--- src/rtl/uart_rx_flags_pkg.sv ---
package uart_rx_flags_pkg;
  localparam int FLG_FULL = 0;
  localparam int FLG_OVR  = 1;
  localparam int FLG_FRM  = 2;
  localparam int FLG_PAR  = 3;
  localparam int FLG_N    = 4;

  typedef enum logic [2:0] {
    SEQ_IDLE  = 3'd0,
    SEQ_START = 3'd1,
    SEQ_DATA  = 3'd2,
    SEQ_PAR   = 3'd3,
    SEQ_STOP  = 3'd4
  } seq_state_t;
endpackage

--- src/rtl/uart_rx_sync.sv ---
module uart_rx_sync #(
  parameter int STAGES = 2
) (
  input  logic clk,
  input  logic rst_n,
  input  logic d_i,
  output logic q_o
);
  logic [STAGES-1:0] pipe_q;
  logic [STAGES-1:0] pipe_d;

  generate
    for (genvar g = 0; g < STAGES; g++) begin : g_stage
      if (g == 0) begin : g_first
        assign pipe_d[g] = d_i;
      end else begin : g_rest
        assign pipe_d[g] = pipe_q[g-1];
      end
    end
  endgenerate

  always_ff @(posedge clk or negedge rst_n) begin
    if (!rst_n) pipe_q <= '1;
    else        pipe_q <= pipe_d;
  end

  assign q_o = pipe_q[STAGES-1];
endmodule

--- src/rtl/uart_rx_seq.sv ---
module uart_rx_seq
  import uart_rx_flags_pkg::*;
#(
  parameter int DATA_W = 8,
  parameter int OSR    = 16
) (
  input  logic              clk,
  input  logic              rst_n,
  input  logic              tick_i,
  input  logic              line_i,
  input  logic              par_en_i,
  input  logic              par_odd_i,
  input  logic              hold_i,
  output logic              done_o,
  output logic [DATA_W-1:0] data_o,
  output logic              frm_err_o,
  output logic              par_err_o
);
  localparam int CNT_W = $clog2(OSR);
  localparam int BIT_W = (DATA_W > 1) ? $clog2(DATA_W) : 1;
  localparam logic [CNT_W-1:0] MID_CNT  = CNT_W'(OSR/2 - 1);
  localparam logic [CNT_W-1:0] LAST_CNT = CNT_W'(OSR - 1);
  localparam logic [BIT_W-1:0] LAST_BIT = BIT_W'(DATA_W - 1);

  seq_state_t        state_q, state_d;
  logic [CNT_W-1:0]  cnt_q, cnt_d;
  logic [BIT_W-1:0]  bit_q, bit_d;
  logic [DATA_W-1:0] shf_q, shf_d;
  logic              prev_q, prev_d;
  logic              perr_q, perr_d;
  logic              ferr_q, ferr_d;
  logic              done_q, done_d;

  always_comb begin
    state_d = state_q;
    cnt_d   = cnt_q;
    bit_d   = bit_q;
    shf_d   = shf_q;
    prev_d  = prev_q;
    perr_d  = perr_q;
    ferr_d  = ferr_q;
    done_d  = 1'b0;
    if (tick_i) begin
      prev_d = line_i;
      unique case (state_q)
        SEQ_IDLE: begin
          if (!hold_i && prev_q && !line_i) begin
            state_d = SEQ_START;
            cnt_d   = '0;
          end
        end
        SEQ_START: begin
          if (cnt_q == MID_CNT) begin
            cnt_d  = '0;
            bit_d  = '0;
            perr_d = 1'b0;
            state_d = line_i ? SEQ_IDLE : SEQ_DATA;
          end else begin
            cnt_d = cnt_q + 1'b1;
          end
        end
        SEQ_DATA: begin
          if (cnt_q == LAST_CNT) begin
            cnt_d = '0;
            shf_d = {line_i, shf_q[DATA_W-1:1]};
            if (bit_q == LAST_BIT) state_d = par_en_i ? SEQ_PAR : SEQ_STOP;
            else                   bit_d   = bit_q + 1'b1;
          end else begin
            cnt_d = cnt_q + 1'b1;
          end
        end
        SEQ_PAR: begin
          if (cnt_q == LAST_CNT) begin
            cnt_d   = '0;
            perr_d  = line_i ^ (^shf_q) ^ par_odd_i;
            state_d = SEQ_STOP;
          end else begin
            cnt_d = cnt_q + 1'b1;
          end
        end
        SEQ_STOP: begin
          if (cnt_q == LAST_CNT) begin
            cnt_d   = '0;
            ferr_d  = !line_i;
            done_d  = 1'b1;
            state_d = SEQ_IDLE;
          end else begin
            cnt_d = cnt_q + 1'b1;
          end
        end
        default: state_d = SEQ_IDLE;
      endcase
    end
  end

  always_ff @(posedge clk or negedge rst_n) begin
    if (!rst_n) begin
      state_q <= SEQ_IDLE;
      cnt_q   <= '0;
      bit_q   <= '0;
      shf_q   <= '0;
      prev_q  <= 1'b1;
      perr_q  <= 1'b0;
      ferr_q  <= 1'b0;
      done_q  <= 1'b0;
    end else begin
      state_q <= state_d;
      cnt_q   <= cnt_d;
      bit_q   <= bit_d;
      shf_q   <= shf_d;
      prev_q  <= prev_d;
      perr_q  <= perr_d;
      ferr_q  <= ferr_d;
      done_q  <= done_d;
    end
  end

  assign done_o    = done_q;
  assign data_o    = shf_q;
  assign frm_err_o = ferr_q;
  assign par_err_o = perr_q;


  hold_idle_chk: assert property (@(posedge clk) disable iff (!rst_n)
    (state_q == SEQ_IDLE && hold_i) |=> (state_q == SEQ_IDLE));


  start_confirm_chk: assert property (@(posedge clk) disable iff (!rst_n)
    (state_q == SEQ_START && state_d == SEQ_DATA) |-> (cnt_q == MID_CNT && !line_i));


  done_single_chk: assert property (@(posedge clk) disable iff (!rst_n)
    done_q |=> !done_q);
endmodule

--- src/rtl/uart_rx_stat.sv ---
module uart_rx_stat
  import uart_rx_flags_pkg::*;
#(
  parameter int DATA_W = 8
) (
  input  logic              clk,
  input  logic              rst_n,
  input  logic              done_i,
  input  logic [DATA_W-1:0] data_i,
  input  logic              frm_err_i,
  input  logic              par_err_i,
  input  logic              rd_i,
  input  logic              wr_i,
  input  logic [FLG_N-1:0]  wdata_i,
  output logic [DATA_W-1:0] rdata_o,
  output logic [FLG_N-1:0]  flags_o,
  output logic              hold_o
);
  logic [DATA_W-1:0] rdata_q, rdata_d;
  logic [FLG_N-1:0]  flg_q, flg_d;
  logic [FLG_N-1:0]  clr_req;
  logic              ovr_now;

  always_comb begin
    clr_req = {FLG_N{wr_i}} & ~wdata_i & flg_q;
    flg_d   = flg_q & ~clr_req;
    if (rd_i) flg_d[FLG_FULL] = 1'b0;
    rdata_d = rdata_q;
    ovr_now = done_i && flg_q[FLG_FULL];
    if (done_i) begin
      if (ovr_now) begin
        flg_d[FLG_OVR]  = 1'b1;
        flg_d[FLG_FULL] = 1'b1;
      end else begin
        rdata_d = data_i;
        if (!frm_err_i && !par_err_i) flg_d[FLG_FULL] = 1'b1;
      end
      if (frm_err_i) flg_d[FLG_FRM] = 1'b1;
      if (par_err_i) flg_d[FLG_PAR] = 1'b1;
    end
  end

  always_ff @(posedge clk or negedge rst_n) begin
    if (!rst_n) begin
      rdata_q <= '0;
      flg_q   <= '0;
    end else begin
      rdata_q <= rdata_d;
      flg_q   <= flg_d;
    end
  end

  assign rdata_o = rdata_q;
  assign flags_o = flg_q;
  assign hold_o  = flg_q[FLG_OVR] | flg_q[FLG_FRM] | flg_q[FLG_PAR];


  ovr_rise_chk: assert property (@(posedge clk) disable iff (!rst_n)
    $rose(flg_q[FLG_OVR]) |-> $past(flg_q[FLG_FULL]));


  rdata_load_chk: assert property (@(posedge clk) disable iff (!rst_n)
    (rdata_q != $past(rdata_q)) |-> $past(done_i && !flg_q[FLG_FULL]));


  full_rise_chk: assert property (@(posedge clk) disable iff (!rst_n)
    $rose(flg_q[FLG_FULL]) |-> $past(done_i && !frm_err_i && !par_err_i));


  full_fall_chk: assert property (@(posedge clk) disable iff (!rst_n)
    $fell(flg_q[FLG_FULL]) |-> $past(rd_i || wr_i));
endmodule

--- src/rtl/uart_rx_flags.sv ---
module uart_rx_flags
  import uart_rx_flags_pkg::*;
#(
  parameter int DATA_W      = 8,
  parameter int OSR         = 16,
  parameter int SYNC_STAGES = 2
) (
  input  logic              clk,
  input  logic              rst_n,
  input  logic              os_tick,
  input  logic              rxd,
  input  logic              par_en,
  input  logic              par_odd,
  input  logic              rd_stb,
  input  logic              st_wr,
  input  logic [3:0]        st_wdata,
  input  logic              rx_ie,
  input  logic              err_ie,
  output logic [DATA_W-1:0] rx_data,
  output logic [3:0]        st_flags,
  output logic              irq_rx,
  output logic              irq_err
);
  logic              line_s;
  logic              hold;
  logic              fr_done;
  logic [DATA_W-1:0] fr_data;
  logic              fr_ferr;
  logic              fr_perr;

  uart_rx_sync #(.STAGES(SYNC_STAGES)) i_sync (
    .clk(clk), .rst_n(rst_n), .d_i(rxd), .q_o(line_s)
  );

  uart_rx_seq #(.DATA_W(DATA_W), .OSR(OSR)) i_seq (
    .clk(clk), .rst_n(rst_n), .tick_i(os_tick), .line_i(line_s),
    .par_en_i(par_en), .par_odd_i(par_odd), .hold_i(hold),
    .done_o(fr_done), .data_o(fr_data), .frm_err_o(fr_ferr), .par_err_o(fr_perr)
  );

  uart_rx_stat #(.DATA_W(DATA_W)) i_stat (
    .clk(clk), .rst_n(rst_n), .done_i(fr_done), .data_i(fr_data),
    .frm_err_i(fr_ferr), .par_err_i(fr_perr), .rd_i(rd_stb),
    .wr_i(st_wr), .wdata_i(st_wdata), .rdata_o(rx_data),
    .flags_o(st_flags), .hold_o(hold)
  );

  assign irq_rx  = st_flags[FLG_FULL] & rx_ie;
  assign irq_err = (st_flags[FLG_OVR] | st_flags[FLG_FRM] | st_flags[FLG_PAR]) & err_ie;


  reset_quiet_chk: assert property (@(posedge clk)
    $rose(rst_n) |-> (st_flags == '0 && !irq_rx && !irq_err));
endmodule

--- config.mk ---
export PLATFORM = sky130hd
export DESIGN_NAME = uart_rx_flags
export DESIGN_NICKNAME = d
export VERILOG_FILES = /design/src/rtl/uart_rx_flags_pkg.sv /design/src/rtl/uart_rx_sync.sv /design/src/rtl/uart_rx_seq.sv /design/src/rtl/uart_rx_stat.sv /design/src/rtl/uart_rx_flags.sv
export SDC_FILE = /design/constraint.sdc
export NUM_CORES = 1
export LEC_CHECK = 0
export BUFFER_PORTS_ARGS = -buffer_cell sky130_fd_sc_hd__buf_2
export CAP_MARGIN = 20
export CORE_ASPECT_RATIO = 1.4
export CORE_UTILIZATION = 50
export DETAILED_ROUTE_END_ITERATION = 12
export GPL_TIMING_DRIVEN = 0
export PLACE_DENSITY = 0.74
export SYNTH_ARGS = -nofsm -noshare
export SYNTH_HDL_FRONTEND = slang
export SYNTH_HIERARCHICAL = 1
export SYNTH_SLANG_ARGS = --single-unit
--- constraint.sdc ---
create_clock -name clk -period 1.99 [get_ports clk]
set_clock_uncertainty 0.05 [all_clocks]
set_input_delay 0.199 -clock clk [delete_from_list [all_inputs] [get_ports clk]]
set_output_delay 0.199 -clock clk [all_outputs]
set_load 0.05 [all_outputs]
==> run_results.csv <==
group,metric,value,unit
yosys,synthAdderAreaFrac,2.027,%
routing,drt_wl_total,3397,um
routing,wire_per_inst,14.96,um
yosys,synth.distinct_cells,48,
setup_path,endpoint_kind,"flop",
setup_path,cp_cell_sequence,"or3_4 -> or4b_1 -> a31oi_1 -> nand3_2 -> mux2_4",
routing,drc,0,
routing,drtAntennaViolNets,0,
sta,finalWorstSetupSlack,-0.08657,ns
grt,grt_pass1_vias,1231,
setup_path,start_kind,"flop",
grt,grt_max_degree,37,
routing,via_per_inst,5.573,
sta,rsz0062_at_grt,"yes",
yosys,yosys.area_share.simple,13.85,%
min_path,min_from,"st_wdata[3]",
setup_path,crit_path_start,"i_stat/flags_o[1]$_DFF_PN0_",
min_path,hold_class,"in -> reg",
routing,drt_pass1_iterations,4,
setup_path,r2r_cells,5,
setup_path,arrival,2.20,ns
yosys,syn_area_per_cell,12.51,um^2
yosys,synth_top_family_by_area,"multiplexers",
clock_network,root_buffer,"clkbuf_8",
floorplan,core,0.003441,mm^2
floorplan,io_pins,28,
placed_design,portBuffers,27,
grt,gr-total-overflow,0,
yosys,synth_enable_flop_cells,0,
finish,mostFrequentLayoutCell,"dfrtp_1",
setup_path,timing.rr.start,"i_stat/flags_o[1]$_DFF_PN0_",
finish,utilization,63.85,%
power,ir_drop,744.7,uV
setup_path,crit_fanout,3,
yosys,ys_seq_area_share,48.85,%
floorplan,row_count,25,
sta,hold_ws,0.1787,ns
clock_network,cts_tree,"built",
min_path,hold_end,"i_stat/flags_o[3]$_DFF_PN0_",
grt,grt_pass1_wl,5492,um
sta,relSlewSlack,47.39,%
setup_path,ff2ff_setup_slack,-0.09,ns
placed_design,place_area,0.002041,mm^2
routing,num_vias,1265,
yosys,synth_area,0.001852,mm^2
finish,area_delta_synth_final,18.65,%
yosys,synth_warnings,6,
yosys,synth_compound_area_share,10.54,%
routing,route.met3.wl,101,um
placed_design,place.gp.congestion,0.8405,
routing,highest_layer,"met4",
grt,grt_use_total,19.58,%
run,maxCapViolCount,0,
finish,diodes,0,
floorplan,start_util,53.82,%
min_path,hold_depth,3,
finish,final_nets,203,
setup_path,required,2.11,ns
power,leakagePower,1.085,nW
sta,setup_viol,2,
setup_path,crit_path_top_delay_cell,"or4b_1",
setup_path,crit_type,"reg -> reg",
routing,met1_length,1402,um
clock_network,clock-sinks,36,
clock_network,cts.clk_slew.worst_paths,0.07,ns
routing,drtIter0Drc,37,
finish,final_cell_mix,"dfrtp_1 (30), buf_2 (28), mux2_2 (13)",
yosys,synth_xor_area_share,5.000,%
setup_path,cpPeakStageDelay,0.48,ns
yosys,synth-seq-cells,36,
sta,fmax,481.6,MHz
setup_path,path_buf_inv,0,
setup_path,rr_endpoint,"i_seq/state_q[2]$_DFFE_PN0P_",
yosys,syn-instance-count,148,
finish,drive_above_1_share,43.32,%
finish,final_cell_area,0.002197,mm^2
floorplan,die_y,74.01,um
sta,fin_crit,2.077,ns
clock_network,numCtsBuffers,5,
clock_network,clk_latency,0.28,ns
clock_network,htree_levels,2,
power,power,2.259,mW
sta,tightestPinTransition,0.7892,ns
sta,hold_viol_final,0,
power,powerDensity,1028,mW/mm^2
yosys,synthMuxAreaShare,16.28,%
yosys,syn_nets,165,
floorplan,dieArea,0.003954,mm^2
floorplan,die_x,53.44,um
routing,wl_met2,1848,um
setup_path,cp_top_family,"simple AND/OR/NAND/NOR gates",
outcome,violations,"setup timing",
placed_design,place_ws,-0.1285,ns
grt,antenna_found_initial,0,
yosys,async_flop_share,100.0,%
yosys,synthFlopType,"dfrtp_1",
sta,post-route-period-util,104.4,%
placed_design,hpwl,2468,um
outcome,status,"complete, but fails checks",
sta,maxSlewViolCount,0,
clock_network,clockBufferDepth,2,
==> worst register-to-register path, stage by stage, from the launching register on <==
cell,delay [ns]
dfrtp_2,0.41
or3_4,0.39
or4b_1,0.48
a31oi_1,0.19
nand3_2,0.13
mux2_4,0.31
==> worst max-delay path by stage <==
stage | end | depth (start not counted)
finish | i_seq/state_q[2]$_DFFE_PN0P_ | 5
detailed placement | i_seq/state_q[2]$_DFFE_PN0P_ | 5
global route | i_seq/state_q[2]$_DFFE_PN0P_ | 5
CTS | i_seq/state_q[2]$_DFFE_PN0P_ | 5
floorplan | i_seq/state_q[2]$_DFFE_PN0P_ | 5
global placement | i_seq/state_q[2]$_DFFE_PN0P_ | 5
==> metrics by stage <==
stage | TNS [ns] | std cells
after global routing | -0.2697 | 227
after detailed placement | -0.1351 | 215
after CTS | -0.1807 | 226
after global placement | -0.1549 | 215
final | -0.1317 | 227
after floorplan | -0.1345 | 148
==> synth_stat cells (all sizes together), types with 3 or more instances <==
library cell,instances,area [um^2]
nand2,6,22.52
mux2,22,281.5
nor2,6,25.03
dfrtp,33,825.8
a22o,4,38.79
dfstp,3,78.83
nor3b,3,22.52
o21ai,8,51.30
xnor2,7,61.31
nor2b,5,38.78
inv,6,22.52
ha,3,37.54
nand2b,7,43.79
buf,3,32.53
nand3,4,25.02
==> cells by family (layout without fill, tap and decap cells) <==
| group | count (synthesis) | after routing |
|---|---|---|
| muxes | 24 | 24 |
| AOI/OAI and AO/OA | 24 | 24 |
| DFF | 36 | 36 |
| xor gates and xnor gates | 9 | 9 |
| and+or+nand+nor | 41 | 41 |
| buffers and inverters | 11 | 50 |
| adders and majority gates | 3 | 3 |
==> per-layer routing <==
metal	vias to the layer above	track usage, %
met2	22	34.03
met1	635	22.22
met5	-	0
met3	5	6.135
li1	603	-
met4	0	6.725
==> area by class of cell <==
type,count,area [um^2]
sequential,36,908.4
inverter,6,22.52
buffer,5,41.29
fill,283,1244
clock buffer,5,68.82
tap,40,50.05
timing repair buffer,31,170.2
multi-input combinational,101,893.4
clock inverter,3,42.54
==> power breakdown <==
group          leakage [nW]  switching [mW]  internal, mW  total (mW)
Combinational         0.564           0.396         0.327       0.722
Clock                0.0541           0.256         0.370       0.626
Sequential            0.467          0.0819         0.829       0.911
Total                  1.09           0.733          1.53        2.26
==> sequential cells by signal, indices dropped and copies added (netlist names), 2 cells and up <==
| name | flops |
|---|---|
| i_seq/bit_q | 3 |
| i_stat/rdata_o | 8 |
| i_sync/pipe_q | 2 |
| i_seq/data_o | 8 |
| i_seq/state_q | 3 |
| i_seq/cnt_q | 4 |
| i_stat/flags_o | 4 |
==> repair_timing <==
action,CTS,global route
resized for setup,1,1
hold buffers,2,0
buffers inserted,1,1
hold endpoints to repair,34,0
endpoints found under the setup margin,2,9
pin swaps,2,2
Power figures use the tool's default switching activity.
